--- config.mk ---
export PLATFORM = sky130hd
export DESIGN_NAME = rxo_request_ctrl
export DESIGN_NICKNAME = d
export VERILOG_FILES = /design/src/rtl/rxo_pkg.sv /design/src/rtl/rxo_req_counter.sv /design/src/rtl/rxo_byte_packer.sv /design/src/rtl/rxo_push_gate.sv /design/src/rtl/rxo_request_ctrl.sv
export SDC_FILE = /design/constraint.sdc
export NUM_CORES = 1
export LEC_CHECK = 0
export ABC_AREA = 1
export BUFFER_PORTS_ARGS = -buffer_cell sky130_fd_sc_hd__clkbuf_2
export CORE_MARGIN = 10
export CORE_UTILIZATION = 55
export CTS_CLUSTER_SIZE = 24
export DETAILED_ROUTE_END_ITERATION = 6
export HOLD_SLACK_MARGIN = 0.06
export PLACE_DENSITY = 0.92
export SYNTH_ARGS = -nofsm -noshare
export SYNTH_HDL_FRONTEND = slang
export SYNTH_SLANG_ARGS = --single-unit
--- constraint.sdc ---
create_clock -name clk -period 2.2 [get_ports clk]
set_input_delay 0.11 -clock clk [delete_from_list [all_inputs] [get_ports clk]]
set_output_delay 0.11 -clock clk [all_outputs]
set_load 0.03 [all_outputs]
--- src/rtl/rxo_pkg.sv ---
package rxo_pkg;
  localparam int BYTE_W     = 8;
  localparam int WORD_BYTES = 4;
  localparam int WORD_W     = BYTE_W * WORD_BYTES;
  localparam int BV_W       = $clog2(WORD_BYTES + 1);

  typedef struct packed {
    logic [WORD_W-1:0] data;
    logic [BV_W-1:0]   nvalid;
  } rx_word_t;

  // append a byte at the low end, older bytes move toward the top
  function automatic logic [WORD_W-1:0] shift_in(input logic [WORD_W-1:0] acc,
                                                 input logic [BYTE_W-1:0] b);
    return {acc[WORD_W-BYTE_W-1:0], b};
  endfunction

  // a word is closed when full or when the request runs out
  function automatic logic word_closes(input logic [BV_W-1:0] filled,
                                       input logic is_last);
    return (filled == BV_W'(WORD_BYTES)) || is_last;
  endfunction

  function automatic logic fifo_is_full(input int unsigned level,
                                        input int unsigned depth);
    return level >= depth;
  endfunction
endpackage

--- src/rtl/rxo_req_counter.sv ---
module rxo_req_counter #(
  parameter int CNT_W = 16
) (
  input  logic             clk,
  input  logic             rst_n,
  input  logic             wr_i,
  input  logic [CNT_W-1:0] wr_count_i,
  input  logic             byte_i,
  output logic [CNT_W-1:0] remaining_o,
  output logic             accept_o,
  output logic             last_o,
  output logic             run_o
);
  logic [CNT_W-1:0] rem_q;
  logic             load_en;

  assign load_en     = wr_i && (wr_count_i != '0);
  assign accept_o    = byte_i && !load_en && (rem_q != '0);
  assign last_o      = accept_o && (rem_q == CNT_W'(1));
  assign run_o       = (rem_q != '0);
  assign remaining_o = rem_q;

  always_ff @(posedge clk or negedge rst_n) begin
    if (!rst_n)        rem_q <= '0;
    else if (load_en)  rem_q <= wr_count_i;
    else if (accept_o) rem_q <= rem_q - CNT_W'(1);
  end


  rem_step_chk: assert property (@(posedge clk) disable iff (!rst_n)
    (byte_i && !wr_i && rem_q != '0) |=> (rem_q == $past(rem_q) - CNT_W'(1)));


  idle_hold_chk: assert property (@(posedge clk) disable iff (!rst_n)
    (!wr_i && rem_q == '0) |=> (rem_q == '0));


  load_chk: assert property (@(posedge clk) disable iff (!rst_n)
    (wr_i && wr_count_i != '0) |=> (rem_q == $past(wr_count_i)));
endmodule

--- src/rtl/rxo_byte_packer.sv ---
module rxo_byte_packer
  import rxo_pkg::*;
(
  input  logic              clk,
  input  logic              rst_n,
  input  logic              accept_i,
  input  logic              last_i,
  input  logic [BYTE_W-1:0] byte_i,
  output logic              done_o,
  output rx_word_t          word_o
);
  logic [WORD_W-1:0] acc_q, acc_nx;
  logic [BV_W-1:0]   cnt_q, cnt_nx;
  logic [WORD_W-1:0] lanes;

  assign acc_nx = shift_in(acc_q, byte_i);
  assign cnt_nx = cnt_q + BV_W'(1);
  assign done_o = accept_i && word_closes(cnt_nx, last_i);

  // keep only the lanes that hold gathered bytes
  for (genvar i = 0; i < WORD_BYTES; i++) begin : g_lane
    assign lanes[i*BYTE_W +: BYTE_W] =
      (BV_W'(i) < cnt_nx) ? acc_nx[i*BYTE_W +: BYTE_W] : '0;
  end

  assign word_o.data   = lanes;
  assign word_o.nvalid = cnt_nx;

  always_ff @(posedge clk or negedge rst_n) begin
    if (!rst_n) begin
      acc_q <= '0;
      cnt_q <= '0;
    end else if (accept_i) begin
      if (done_o) begin
        acc_q <= '0;
        cnt_q <= '0;
      end else begin
        acc_q <= acc_nx;
        cnt_q <= cnt_nx;
      end
    end
  end


  fill_range_chk: assert property (@(posedge clk) disable iff (!rst_n)
    cnt_q < BV_W'(WORD_BYTES));


  done_size_chk: assert property (@(posedge clk) disable iff (!rst_n)
    done_o |-> (word_o.nvalid != '0 && word_o.nvalid <= BV_W'(WORD_BYTES)));
endmodule

--- src/rtl/rxo_push_gate.sv ---
module rxo_push_gate
  import rxo_pkg::*;
#(
  parameter int LVL_W      = 6,
  parameter int FIFO_DEPTH = 32
) (
  input  logic              clk,
  input  logic              rst_n,
  input  logic              done_i,
  input  rx_word_t          word_i,
  input  logic [LVL_W-1:0]  level_i,
  output logic              push_o,
  output logic [WORD_W-1:0] data_o,
  output logic [BV_W-1:0]   bv_o,
  output logic              ovf_o
);
  logic full;
  assign full = fifo_is_full(int'(level_i), FIFO_DEPTH);

  always_ff @(posedge clk or negedge rst_n) begin
    if (!rst_n) begin
      push_o <= 1'b0;
      ovf_o  <= 1'b0;
      data_o <= '0;
      bv_o   <= '0;
    end else begin
      push_o <= done_i && !full;
      ovf_o  <= done_i && full;
      if (done_i && !full) begin
        data_o <= word_i.data;
        bv_o   <= word_i.nvalid;
      end
    end
  end


  push_xor_ovf_chk: assert property (@(posedge clk) disable iff (!rst_n)
    $onehot0({push_o, ovf_o}));


  no_push_when_full_chk: assert property (@(posedge clk) disable iff (!rst_n)
    push_o |-> (int'($past(level_i)) < FIFO_DEPTH));


  bv_hold_chk: assert property (@(posedge clk) disable iff (!rst_n)
    !(done_i && !full) |=> $stable(bv_o));
endmodule

--- src/rtl/rxo_request_ctrl.sv ---
module rxo_request_ctrl
  import rxo_pkg::*;
#(
  parameter int CNT_W      = 16,
  parameter int LVL_W      = 6,
  parameter int FIFO_DEPTH = 32
) (
  input  logic              clk,
  input  logic              rst_n,
  input  logic              req_wr_i,
  input  logic [CNT_W-1:0]  req_count_i,
  input  logic              byte_valid_i,
  input  logic [BYTE_W-1:0] byte_data_i,
  input  logic [LVL_W-1:0]  fifo_level_i,
  output logic              shift_run_o,
  output logic [CNT_W-1:0]  remaining_o,
  output logic              fifo_push_o,
  output logic [WORD_W-1:0] fifo_data_o,
  output logic [BV_W-1:0]   rx_bv_o,
  output logic              rx_ovf_o
);
  logic     byte_take;
  logic     byte_last;
  logic     word_done;
  rx_word_t word;

  rxo_req_counter #(.CNT_W(CNT_W)) u_count (
    .clk(clk), .rst_n(rst_n),
    .wr_i(req_wr_i), .wr_count_i(req_count_i),
    .byte_i(byte_valid_i),
    .remaining_o(remaining_o), .accept_o(byte_take),
    .last_o(byte_last), .run_o(shift_run_o)
  );

  rxo_byte_packer u_pack (
    .clk(clk), .rst_n(rst_n),
    .accept_i(byte_take), .last_i(byte_last), .byte_i(byte_data_i),
    .done_o(word_done), .word_o(word)
  );

  rxo_push_gate #(.LVL_W(LVL_W), .FIFO_DEPTH(FIFO_DEPTH)) u_gate (
    .clk(clk), .rst_n(rst_n),
    .done_i(word_done), .word_i(word), .level_i(fifo_level_i),
    .push_o(fifo_push_o), .data_o(fifo_data_o),
    .bv_o(rx_bv_o), .ovf_o(rx_ovf_o)
  );


  run_drop_chk: assert property (@(posedge clk) disable iff (!rst_n)
    byte_last |=> !shift_run_o);


  write_wins_chk: assert property (@(posedge clk) disable iff (!rst_n)
    (req_wr_i && req_count_i != '0) |-> !word_done);
endmodule

==> impl_metrics.tcl <==
set metrics [dict create \
    rsz0062_at_grt "true" \
    mappedNetlistArea_um2 4210 \
    cts_sinks 80 \
    cts_made_buffers 9 \
    clock-root-buffer "clkbuf_8" \
    worst_pin_slew_ns 0.827 \
    io_pins 88 \
    synth_seq_area_share_pct 47.6 \
    antenna_found_initial 0 \
    required_ns 2.44 \
    holdCritStartpoint "byte_data_i[7]" \
    synth_nets 602 \
    grtUsageMet2_pct 30.8 \
    period_needed_ns 2.10 \
    critPathBufInv 2 \
    rr_worst_depth 10 \
    cts.clk_slew.worst_paths_ns 0.08 \
    drtIter0Drc 409 \
    reg2reg_to "u_gate.data_o[5]" \
    crit_path_max_incr_delay_ns 0.42 \
    hold_viol 0 \
    critPathLaunchType "flip-flop" \
    drt_pass1_iterations 5 \
    pre_cts_slack_ns 0.174 \
    insertion_delay_ns 0.36 \
    skew_ns 0.0110 \
    gp_congestion 0.879 \
    path_class "flip-flop to flip-flop" \
    die_x_um 107 \
    cp-end-kind "flip-flop" \
    coreArea_um2 7330 \
    hp-class "input port to flip-flop" \
    cp_top_family "simple AND/OR/NAND/NOR gates" \
    slew_headroom_pct 44.9 \
    use_met3_pct 4.61 \
    r2r-start "u_count.remaining_o[0]" \
    power_density_nw_per_um2 1180 \
    p_leak_nw 2.86 \
    yosys_warnings 0 \
    clockBufferDepth 2 \
    outcome "finished, final reports clean" \
    grt_usage_pct 18.9 \
    dpl_cell_area_um2 4670 \
    cts_tree "done" \
    grt_pass1_wl_um 18000 \
    dieArea_um2 11500 \
    setup_ws_ns 0.0970 \
    grt.busiest_layer "met2" \
    port_buffers 82 \
    yosysUniqueCellTypes 27 \
    cts_htree_levels 3 \
    maxCapViolCount 0 \
    ant_nets 0 \
    route.detailed.drc 0 \
    antenna_cells 0 \
    met1_usage_pct 23.2 \
    rows 31 \
    arrival_ns 2.34 \
    area_delta_synth_final_pct 19.8 \
    postLayoutCoreUtil_pct 68.7 \
    path_cells "inv_1 > ha_1 > nand2_2 > nor2_4 > nand2_2 > nand2_4 > inv_2 > nand4_4 > nand2_1 > nand2_1" \
    drive_above_1_share_pct 20.4 \
    fin_area_um2 5040 \
    power.ir.vdd_worst_uv 637 \
    die_y_um 107 \
    grt_max_degree 58 \
    hpwl_um 7390 \
    synth_area_per_cell_um2 7.46 \
    holdPathStages 5 \
    synth_seq_cells 80 \
    overflow 0 \
    drv_slew 0 \
    slowest_stage "dfrtp_1" \
    path_max_fanout 36 \
    first_global_vias 3736 \
    post-route-period-util_pct 95.6 \
    avgViaCountPerCell 5.18 \
    initial_core_util_pct 57.4 \
    synthCells 564 \
    dr_total_vias 3948 \
    finalWirelength_um 10700 \
    wire_per_inst_um 14.0 \
    final_nets 696 \
    clock.fmax_mhz 476 \
    cts_resized 0 \
    r2r_slack_ns 0.1 \
    hold_end "u_pack.acc_q[7]" \
    p_total_w 0.00593 \
    timing.hold.ws_ns 0.0742 \
    final-setup-viol-count 0 \
]
## cells in the mapped netlist
master / number / area (µm²)
o21ai_1: 23 / 115
o31ai_1: 1 / 7.51
a21oi_1: 1 / 5.00
o21bai_1: 2 / 15.0
buf_2: 13 / 65.1
nand4_4: 1 / 21.3
nand2_2: 5 / 31.3
clkbuf_1: 4 / 15.0
inv_2: 15 / 56.3
nor2_1: 61 / 229
nand3_1: 23 / 115
nand2_1: 192 / 721
nor3_1: 2 / 10.0
dfrtp_1: 80 / 2000
nor2_4: 2 / 22.5
nor2_2: 2 / 12.5
or2_2: 1 / 6.26
inv_1: 69 / 259
nand4_1: 36 / 225
xor2_1: 3 / 26.3
nand2_4: 2 / 22.5
buf_4: 2 / 15.0
ha_1: 4 / 50.1
xnor2_1: 5 / 43.8
a21oi_2: 1 / 8.76
buf_6: 6 / 67.6
o21ai_0: 8 / 40.0
## where the power goes
group	internal (W)	total (W)	switching, W
Combinational	0.000794	0.00264	0.00185
Sequential	0.00192	0.00220	0.000276
Clock	0.000529	0.00109	0.000559
## per-layer routing
layer	up-vias	wire [µm]
met5	-	0
met4	0	294
met3	25	773
met2	166	5310
met1	1825	4310
li1	1932	-
## final cells by class
type	instances	area [µm²]
clock buffer	10	128
clock inverter	6	67.6
fill	561	2290
inverter	84	315
multi-input combinational	375	1730
sequential	80	2000
tap	99	124
timing repair buffer	108	676
## cells by family after synthesis
kind of cell    Yosys count  synth area share (%)
fa+ha+maj                 4                  1.19
flops                    80                  47.6
xor+xnor                  8                  1.67
compound gates           36                  4.55
simple gates            327                  33.7
buf+inv                 109                  11.4
## cell usage in the layout, fill, tap and decap left out, drive strengths merged
master       Yosys  final
a21oi            2      2
buf             21     10
bufinv           0      1
clkbuf           4     91
clkinv           0      2
clkinvlp         0      2
dfrtp           80     80
dlygate4sd3      0     17
ha               4      4
inv             84     85
nand2          199    199
nand3           23     23
nand4           37     37
nor2            65     65
nor3             2      2
o21ai           31     31
o21bai           2      2
o31ai            1      1
or2              1      1
xnor2            5      5
xor2             3      3
## worst reg2reg max path: cells and delay by family (launching register included)
| family | cells | cell delay, ns |
|---|---|---|
| flops | 1 | 0.42 |
| simple gates | 7 | 1.12 |
| fa+ha+maj | 1 | 0.26 |
| buf+inv | 2 | 0.20 |
## state kept, by name, indices dropped and copies added, names as in the netlist
signal and flops:
u_gate.push_o 1, u_gate.data_o 32, u_gate.bv_o 3, u_count.remaining_o 16, u_gate.ovf_o 1, u_pack.acc_q 24, u_pack.cnt_q 3
## worst max path at each step
stage / cells after the start / to / start / slack, ns
after detailed placement: 10 / u_gate.data_o[28] / u_count.remaining_o[0] / 0.17
after global placement: 10 / u_gate.data_o[19] / u_count.remaining_o[0] / 0.30
after CTS: 10 / u_gate.data_o[28] / u_count.remaining_o[0] / 0.14
final: 10 / u_gate.data_o[5] / u_count.remaining_o[0] / 0.1
after floorplan: 11 / u_pack.acc_q[6] / u_count.remaining_o[0] / 0.23
after global routing: 10 / u_gate.data_o[13] / u_count.remaining_o[0] / -0.06
## through the flow
step / TNS [ns] / cells
final: 0 / 762
after global routing: -0.385 / 762
after CTS: 0 / 762
after detailed placement: 0 / 729
after global placement: 0 / 729
after floorplan: 0 / 564
## timing repair
item / 4_1_cts / 5_1_grt
endpoints found under the hold margin: 57 / 0
setup endpoints to repair: 0 / 19
buffers inserted: 0 / 0
hold buffers: 17 / 0
Note: power is estimated with default switching activity, not from simulation.
